### src/rtl/pulse_probe_pkg.sv
`timescale 1ns/1ps
// Shared definitions for the pulse timing probe.
// Assumes: nothing beyond a SystemVerilog-2017 compiler.
package pulse_probe_pkg;
    // Measurement phase: which edge the sequencer is currently armed for.
    typedef enum logic [1:0] {
        PH_IDLE  = 2'd0,   // no measurement in progress
        PH_LEAD  = 2'd1,   // armed for the opening rising edge
        PH_TRAIL = 2'd2,   // armed for the falling edge
        PH_CLOSE = 2'd3    // armed for the closing rising edge
    } phase_t;
endpackage

### src/rtl/probe_edge_sense.sv
`timescale 1ns/1ps
// Synchronizes the asynchronous input through SYNC_STAGES flops and flags
// single-cycle rising and falling edges of the settled level.
// Assumes: the input holds each level for at least one clock cycle.
module probe_edge_sense #(
    parameter int SYNC_STAGES = 2
) (
    input  logic clk,
    input  logic rst_n,
    input  logic sig_in,
    output logic rise,
    output logic fall
);
    logic settled;
    logic last_q;

    for (genvar g = 0; g < SYNC_STAGES; g++) begin : g_stage
        logic q;
        if (g == 0) begin : g_first
            // first stage: sample the raw asynchronous input
            always_ff @(posedge clk) begin
                if (!rst_n) q <= 1'b0;
                else        q <= sig_in;
            end
        end else begin : g_next
            // later stages: shift the level along the chain
            always_ff @(posedge clk) begin
                if (!rst_n) q <= 1'b0;
                else        q <= g_stage[g-1].q;
            end
        end
    end

    assign settled = g_stage[SYNC_STAGES-1].q;

    // remember the previous settled level for edge comparison
    always_ff @(posedge clk) begin
        if (!rst_n) last_q <= 1'b0;
        else        last_q <= settled;
    end

    assign rise = settled & ~last_q;
    assign fall = ~settled & last_q;
endmodule

### src/rtl/probe_tick_base.sv
`timescale 1ns/1ps
// Free-running capture tick counter, wrapping modulo 2^W.
// Assumes: SEED only moves the wrap point; the value has no other meaning.
module probe_tick_base #(
    parameter int          W    = 32,
    parameter logic [W-1:0] SEED = '0
) (
    input  logic         clk,
    input  logic         rst_n,
    output logic [W-1:0] tick
);
    localparam logic [W-1:0] STEP = {{(W-1){1'b0}}, 1'b1};

    // advance the timestamp base every cycle
    always_ff @(posedge clk) begin
        if (!rst_n) tick <= SEED;
        else        tick <= tick + STEP;
    end
endmodule

### src/rtl/probe_deadline.sv
`timescale 1ns/1ps
// Counts cycles of a running measurement and flags the cycle whose closing
// edge is the limit-th edge since arming. A zero limit acts as one.
// Assumes: arm and run are never high together.
module probe_deadline #(
    parameter int TO_W = 24
) (
    input  logic            clk,
    input  logic            rst_n,
    input  logic            arm,
    input  logic            run,
    input  logic [TO_W-1:0] limit_in,
    output logic            expire
);
    localparam logic [TO_W-1:0] ONE = {{(TO_W-1){1'b0}}, 1'b1};

    logic [TO_W-1:0] elapsed_q;
    logic [TO_W-1:0] limit_q;
    logic [TO_W-1:0] elapsed_nx;

    assign elapsed_nx = elapsed_q + ONE;

    // latch the limit at arming and count cycles while running
    always_ff @(posedge clk) begin
        if (!rst_n) begin
            elapsed_q <= '0;
            limit_q   <= ONE;
        end else if (arm) begin
            elapsed_q <= '0;
            limit_q   <= (limit_in == '0) ? ONE : limit_in;
        end else if (run) begin
            elapsed_q <= elapsed_nx;
        end
    end

    assign expire = run && (elapsed_nx == limit_q);
endmodule

### src/rtl/probe_sequencer.sv
`timescale 1ns/1ps
// Walks the rising / falling / rising capture sequence, stamps each edge
// with the tick value, and produces the results and the completion strobe.
// Assumes: rise and fall are single-cycle flags; completion beats expiry.
module probe_sequencer
    import pulse_probe_pkg::*;
#(
    parameter int TICK_W = 32
) (
    input  logic              clk,
    input  logic              rst_n,
    input  logic              start,
    input  logic              rise,
    input  logic              fall,
    input  logic              expire,
    input  logic [TICK_W-1:0] tick,
    output logic              busy,
    output logic              arm,
    output logic              done,
    output logic [TICK_W-1:0] high_ticks,
    output logic [TICK_W-1:0] period_ticks
);
    phase_t            phase_q;
    logic [TICK_W-1:0] stamp_lead_q;
    logic [TICK_W-1:0] stamp_trail_q;
    logic              hit;
    logic              finish;
    logic              abort;

    assign busy = (phase_q != PH_IDLE);
    assign arm  = start && !busy;

    // select the edge the current phase is armed for; polarity flips per phase
    always_comb begin
        unique case (phase_q)
            PH_LEAD:  hit = rise;
            PH_TRAIL: hit = fall;
            PH_CLOSE: hit = rise;
            default:  hit = 1'b0;
        endcase
    end

    assign finish = hit && (phase_q == PH_CLOSE);
    assign abort  = expire && !finish;

    // advance the phase, capture stamps and publish results
    always_ff @(posedge clk) begin
        if (!rst_n) begin
            phase_q       <= PH_IDLE;
            stamp_lead_q  <= '0;
            stamp_trail_q <= '0;
            done          <= 1'b0;
            high_ticks    <= '0;
            period_ticks  <= '0;
        end else begin
            done <= 1'b0;
            if (arm) begin
                phase_q <= PH_LEAD;
            end else if (abort) begin
                phase_q      <= PH_IDLE;
                done         <= 1'b1;
                high_ticks   <= '0;
                period_ticks <= '0;
            end else if (hit) begin
                unique case (phase_q)
                    PH_LEAD: begin
                        stamp_lead_q <= tick;
                        phase_q      <= PH_TRAIL;
                    end
                    PH_TRAIL: begin
                        stamp_trail_q <= tick;
                        phase_q       <= PH_CLOSE;
                    end
                    PH_CLOSE: begin
                        high_ticks   <= stamp_trail_q - stamp_lead_q;
                        period_ticks <= tick - stamp_lead_q;
                        done         <= 1'b1;
                        phase_q      <= PH_IDLE;
                    end
                    default: phase_q <= PH_IDLE;
                endcase
            end
        end
    end
endmodule

### src/rtl/pulse_probe.sv
`timescale 1ns/1ps
// Pulse timing probe top: measures high time and period of one pulse of
// sig_in in clock ticks after a start strobe, bounded by a cycle limit.
// Assumes: clk is the capture tick; sig_in may be asynchronous.
module pulse_probe #(
    parameter int               TICK_W      = 32,
    parameter int               TO_W        = 24,
    parameter int               SYNC_STAGES = 2,
    parameter logic [TICK_W-1:0] TICK_SEED  = '0
) (
    input  logic              clk,
    input  logic              rst_n,
    input  logic              start,
    input  logic [TO_W-1:0]   timeout_ticks,
    input  logic              sig_in,
    output logic              done,
    output logic [TICK_W-1:0] high_ticks,
    output logic [TICK_W-1:0] period_ticks
);
    logic              rise;
    logic              fall;
    logic              expire;
    logic              busy;
    logic              arm;
    logic [TICK_W-1:0] tick;

    probe_edge_sense #(.SYNC_STAGES(SYNC_STAGES)) u_edge (
        .clk   (clk),
        .rst_n (rst_n),
        .sig_in(sig_in),
        .rise  (rise),
        .fall  (fall)
    );

    probe_tick_base #(.W(TICK_W), .SEED(TICK_SEED)) u_tick (
        .clk  (clk),
        .rst_n(rst_n),
        .tick (tick)
    );

    probe_deadline #(.TO_W(TO_W)) u_deadline (
        .clk     (clk),
        .rst_n   (rst_n),
        .arm     (arm),
        .run     (busy),
        .limit_in(timeout_ticks),
        .expire  (expire)
    );

    probe_sequencer #(.TICK_W(TICK_W)) u_seq (
        .clk         (clk),
        .rst_n       (rst_n),
        .start       (start),
        .rise        (rise),
        .fall        (fall),
        .expire      (expire),
        .tick        (tick),
        .busy        (busy),
        .arm         (arm),
        .done        (done),
        .high_ticks  (high_ticks),
        .period_ticks(period_ticks)
    );
endmodule

### config.mk
export PLATFORM = sky130hd
export DESIGN_NAME = pulse_probe
export DESIGN_NICKNAME = d
export VERILOG_FILES = /design/src/rtl/pulse_probe_pkg.sv /design/src/rtl/probe_edge_sense.sv /design/src/rtl/probe_tick_base.sv /design/src/rtl/probe_deadline.sv /design/src/rtl/probe_sequencer.sv /design/src/rtl/pulse_probe.sv
export SDC_FILE = /design/constraint.sdc
export NUM_CORES = 1
export LEC_CHECK = 0
export ABC_CLOCK_PERIOD_IN_PS = 4290
export BUFFER_PORTS_ARGS = -buffer_cell sky130_fd_sc_hd__buf_2
export CAP_MARGIN = 0
export CORE_ASPECT_RATIO = 1.75
export CORE_MARGIN = 3
export CORE_UTILIZATION = 50
export CTS_BUF_LIST = sky130_fd_sc_hd__clkbuf_4 sky130_fd_sc_hd__clkbuf_8
export DETAILED_ROUTE_END_ITERATION = 7
export MAX_ROUTING_LAYER = met4
export PLACE_DENSITY = 0.74
export SYNTH_ARGS = -nofsm -noshare
export SYNTH_HDL_FRONTEND = slang
export SYNTH_HIERARCHICAL = 1
export SYNTH_SLANG_ARGS = --single-unit
### constraint.sdc
create_clock -name clk -period 4.29 [get_ports clk]
set_clock_uncertainty 0.05 [all_clocks]
set_input_delay 0.858 -clock clk [delete_from_list [all_inputs] [get_ports clk]]
set_output_delay 0.858 -clock clk [all_outputs]
set_load 0.02 [all_outputs]
==> results.py <==
metrics = {
    "run_status": {
        "outcome": "finished clean",
    },
    "floorplanning": {
        "die_w_um": 126,
        "dieArea_um2": 27300,
        "start_util_pct": 51.1,
        "num_io_pins": 93,
        "num_rows": 76,
        "core_um2": 24700,
        "die_y_um": 216,
    },
    "critical_path": {
        "path_max_fanout": 28,
        "required_ns": 4.66,
        "cp-startpoint": "u_deadline/elapsed_q[0]",
        "critPathSlowestCell": "nor4_1",
        "rr_startpoint": "u_deadline/elapsed_q[0]",
        "critPathMaxStageDelay_ns": 0.51,
        "endpoint_kind": "flop",
        "critPathLaunchType": "flop",
        "worstPathArrival_ns": 4.17,
        "path_buf_inv": 1,
        "cpLargestDelayFamily": "simple AND/OR/NAND/NOR gates",
        "crit_type": "reg -> reg",
        "cp_cell_sequence": "ha_1, nand3_1, nor4_1, xnor2_1, o21ai_0, nor4_1, nor4b_2, o21ai_2, and2_1, buf_4, a21oi_1, nand3_1",
    },
    "cells_and_area": {
        "fillers": 2358,
        "finish.utilization_pct": 56.4,
        "layout.nets": 1755,
        "antenna_cells": 0,
        "fin_area_um2": 13900,
        "drive_gt1_share_pct": 11.5,
        "syn_to_final_growth_pct": 10.3,
    },
    "placement": {
        "dp_hpwl_mm": 25.8,
        "place_congestion": 1.01,
        "pre_cts_slack_ns": 0.390,
        "port_buffers": 92,
        "placed_cell_area_um2": 13200,
    },
    "drt": {
        "vias_per_cell": 5.86,
        "routed-via-count": 11644,
        "ant_nets": 0,
        "routedWlPerCell_um": 17.1,
        "dr.pass1.iters": 5,
        "drt_wl_total_mm": 33.9,
        "drtIter0Drc": 629,
        "drc": 0,
    },
    "clocking": {
        "cts_resized": 0,
        "cts_tree": "yes",
        "cts_sinks": 214,
        "hold_buffers": 0,
        "cts-htree-levels": 2,
        "post_cts_buffers": 0,
        "clockRootBuffer": "clkbuf_8",
        "cts_buffer_depth": 3,
        "insertion_delay_ns": 0.54,
        "cts_made_buffers": 34,
        "clk_pin_slew_ns": 0.06,
    },
    "sta": {
        "slew_violations": 0,
        "period_share_pct": 88.4,
        "timing.fmax_mhz": 264,
        "hold_violations": 0,
        "slew_headroom_pct": 28.7,
        "period_minus_slack_ns": 3.79,
        "worstMarginPinSlew_ns": 1.07,
        "rsz0062_at_grt": "false",
        "setup-tns-final_ns": 0,
        "setup_viol": 0,
        "setup_ws_ns": 0.497,
    },
    "power": {
        "peakVddDrop_mv": 0.297,
        "total_power_w": 0.00415,
        "p_leak_nw": 5.65,
        "power_density_nw_per_um2": 298,
    },
    "global_route": {
        "grt_pass1_wl_mm": 55.1,
        "grt_max_degree": 92,
        "grtUsageTotal_pct": 25.1,
        "antenna_found_initial": 0,
        "grt_pass1_vias": 11165,
        "overflow": 0,
    },
    "synthesis": {
        "synthTopCellsByCount": "nand2_1 (245), dfxtp_1 (214), a21oi_1 (165)",
        "yosys.area.top_type_share_pct": 33.9,
        "ys_top_cells_by_area": "dfxtp_1 (34%), nand2_1 (7.3%), ha_1 (7.1%)",
        "synth_seq_area_share_pct": 33.9,
        "synth_cell_type_count": 83,
        "synth-edff-count": 0,
        "yosys_register_bits": 214,
        "synthArstFlopShare_pct": 0,
        "syn_area_um2": 12600,
        "avgSynthCellArea_um2": 7.91,
        "synth.most_common_cell": "nand2_1",
        "yosysTopAreaCell": "dfxtp_1",
        "synth_nets": 1698,
        "ys.flop_type": "dfxtp_1",
        "syn_inst": 1598,
        "yosys_warnings": 6,
    },
    "worst_hold_path": {
        "hold_class": "reg -> reg",
        "worstHoldStart": "u_seq/high_ticks[27]",
    },
    "flow_run": {
        "cap_violations": 0,
    },
}
==> flip-flops by register name, indices dropped and copies added (netlist names), 2 cells and up <==
register and flops:
u_deadline/elapsed_q 24, u_deadline/limit_q 24, u_edge/g_stage.q 2, u_seq/high_ticks 32
u_seq/period_ticks 32, u_seq/phase_q 2, u_seq/stamp_lead_q 32, u_seq/stamp_trail_q 32
u_tick/tick 32
==> logic make-up (layout without fill, tap and decap cells) <==
kind of cell	after synthesis	count (layout)	synth area share, %
buffers and inverters	140	216	4.43
DFF	214	214	33.9
xor gates and xnor gates	105	105	7.28
muxes	33	33	2.62
and+or+nand+nor	619	619	24.1
adders and majority gates	72	72	7.13
AOI/OAI and AO/OA	415	415	20.5
==> cell usage in the layout, fill, tap and decap left out, types with 40 or more instances in the layout <==
master / synthesis / final
nand2_1: 245 / 245
dfxtp_1: 214 / 214
a21oi_1: 165 / 165
nor2_1: 115 / 115
buf_2: 18 / 92
o21ai_0: 74 / 74
ha_1: 72 / 72
xor2_1: 56 / 56
inv_1: 55 / 54
xnor2_1: 49 / 49
clkbuf_8: 0 / 43
nand3_1: 40 / 40
==> path summary, 6_finish.rpt <==
| check | endpoint | slack (ns) | depth (start not counted) |
|---|---|---|---|
| min reg2reg | u_seq/high_ticks[27] | 0.39 | 2 |
| max | u_seq/period_ticks[26] | 0.50 | 12 |
| min | u_seq/high_ticks[27] | 0.39 | 2 |
| max reg2reg | u_seq/period_ticks[26] | 0.50 | 12 |
==> final cells by class <==
class                           instances  area (um2)  area share, %
Multi-Input combinational cell       1244        7800           55.9
Clock buffer                           52         659           4.73
Clock inverter                          3        42.5          0.305
Sequential cell                       214        4280           30.7
Inverter                               56         210           1.51
Timing Repair Buffer                  105         558           4.00
Tap cell                              312         390           2.80
==> power breakdown <==
group	total (W)	switching [W]	internal [W]
logic	0.000299	0.000186	0.000113
clock network	0.00182	0.000791	0.00103
registers	0.00203	0.0000214	0.00201
total	0.00415	0.000998	0.00315
==> worst reg2reg max path, delay by kind of cell (launching register included) <==
family / cells / cell delay, ns
AOI/OAI and AO/OA: 3 / 0.42
xor gates and xnor gates: 1 / 0.18
adders and majority gates: 1 / 0.31
buffers and inverters: 1 / 0.33
DFF: 1 / 0.46
and+or+nand+nor: 6 / 1.94
==> per-stage QoR <==
stage,cells,hold slack [ns]
3_5_place_dp,1931,0.387
6_report,1986,0.395
3_3_place_gp,1931,0.380
5_1_grt,1986,0.422
2_1_floorplan,1598,0.362
4_1_cts,1986,0.400
==> layer usage <==
metal / vias up / global-route usage, % / wire, um
li1: 5787 / - / -
met1: 5447 / 27.8 / 13600
met2: 313 / 44.5 / 17300
met3: 97 / 3.03 / 1360
met4: 0 / 11.7 / 1670
met5: - / - / 0
Power figures use the tool's default switching activity.
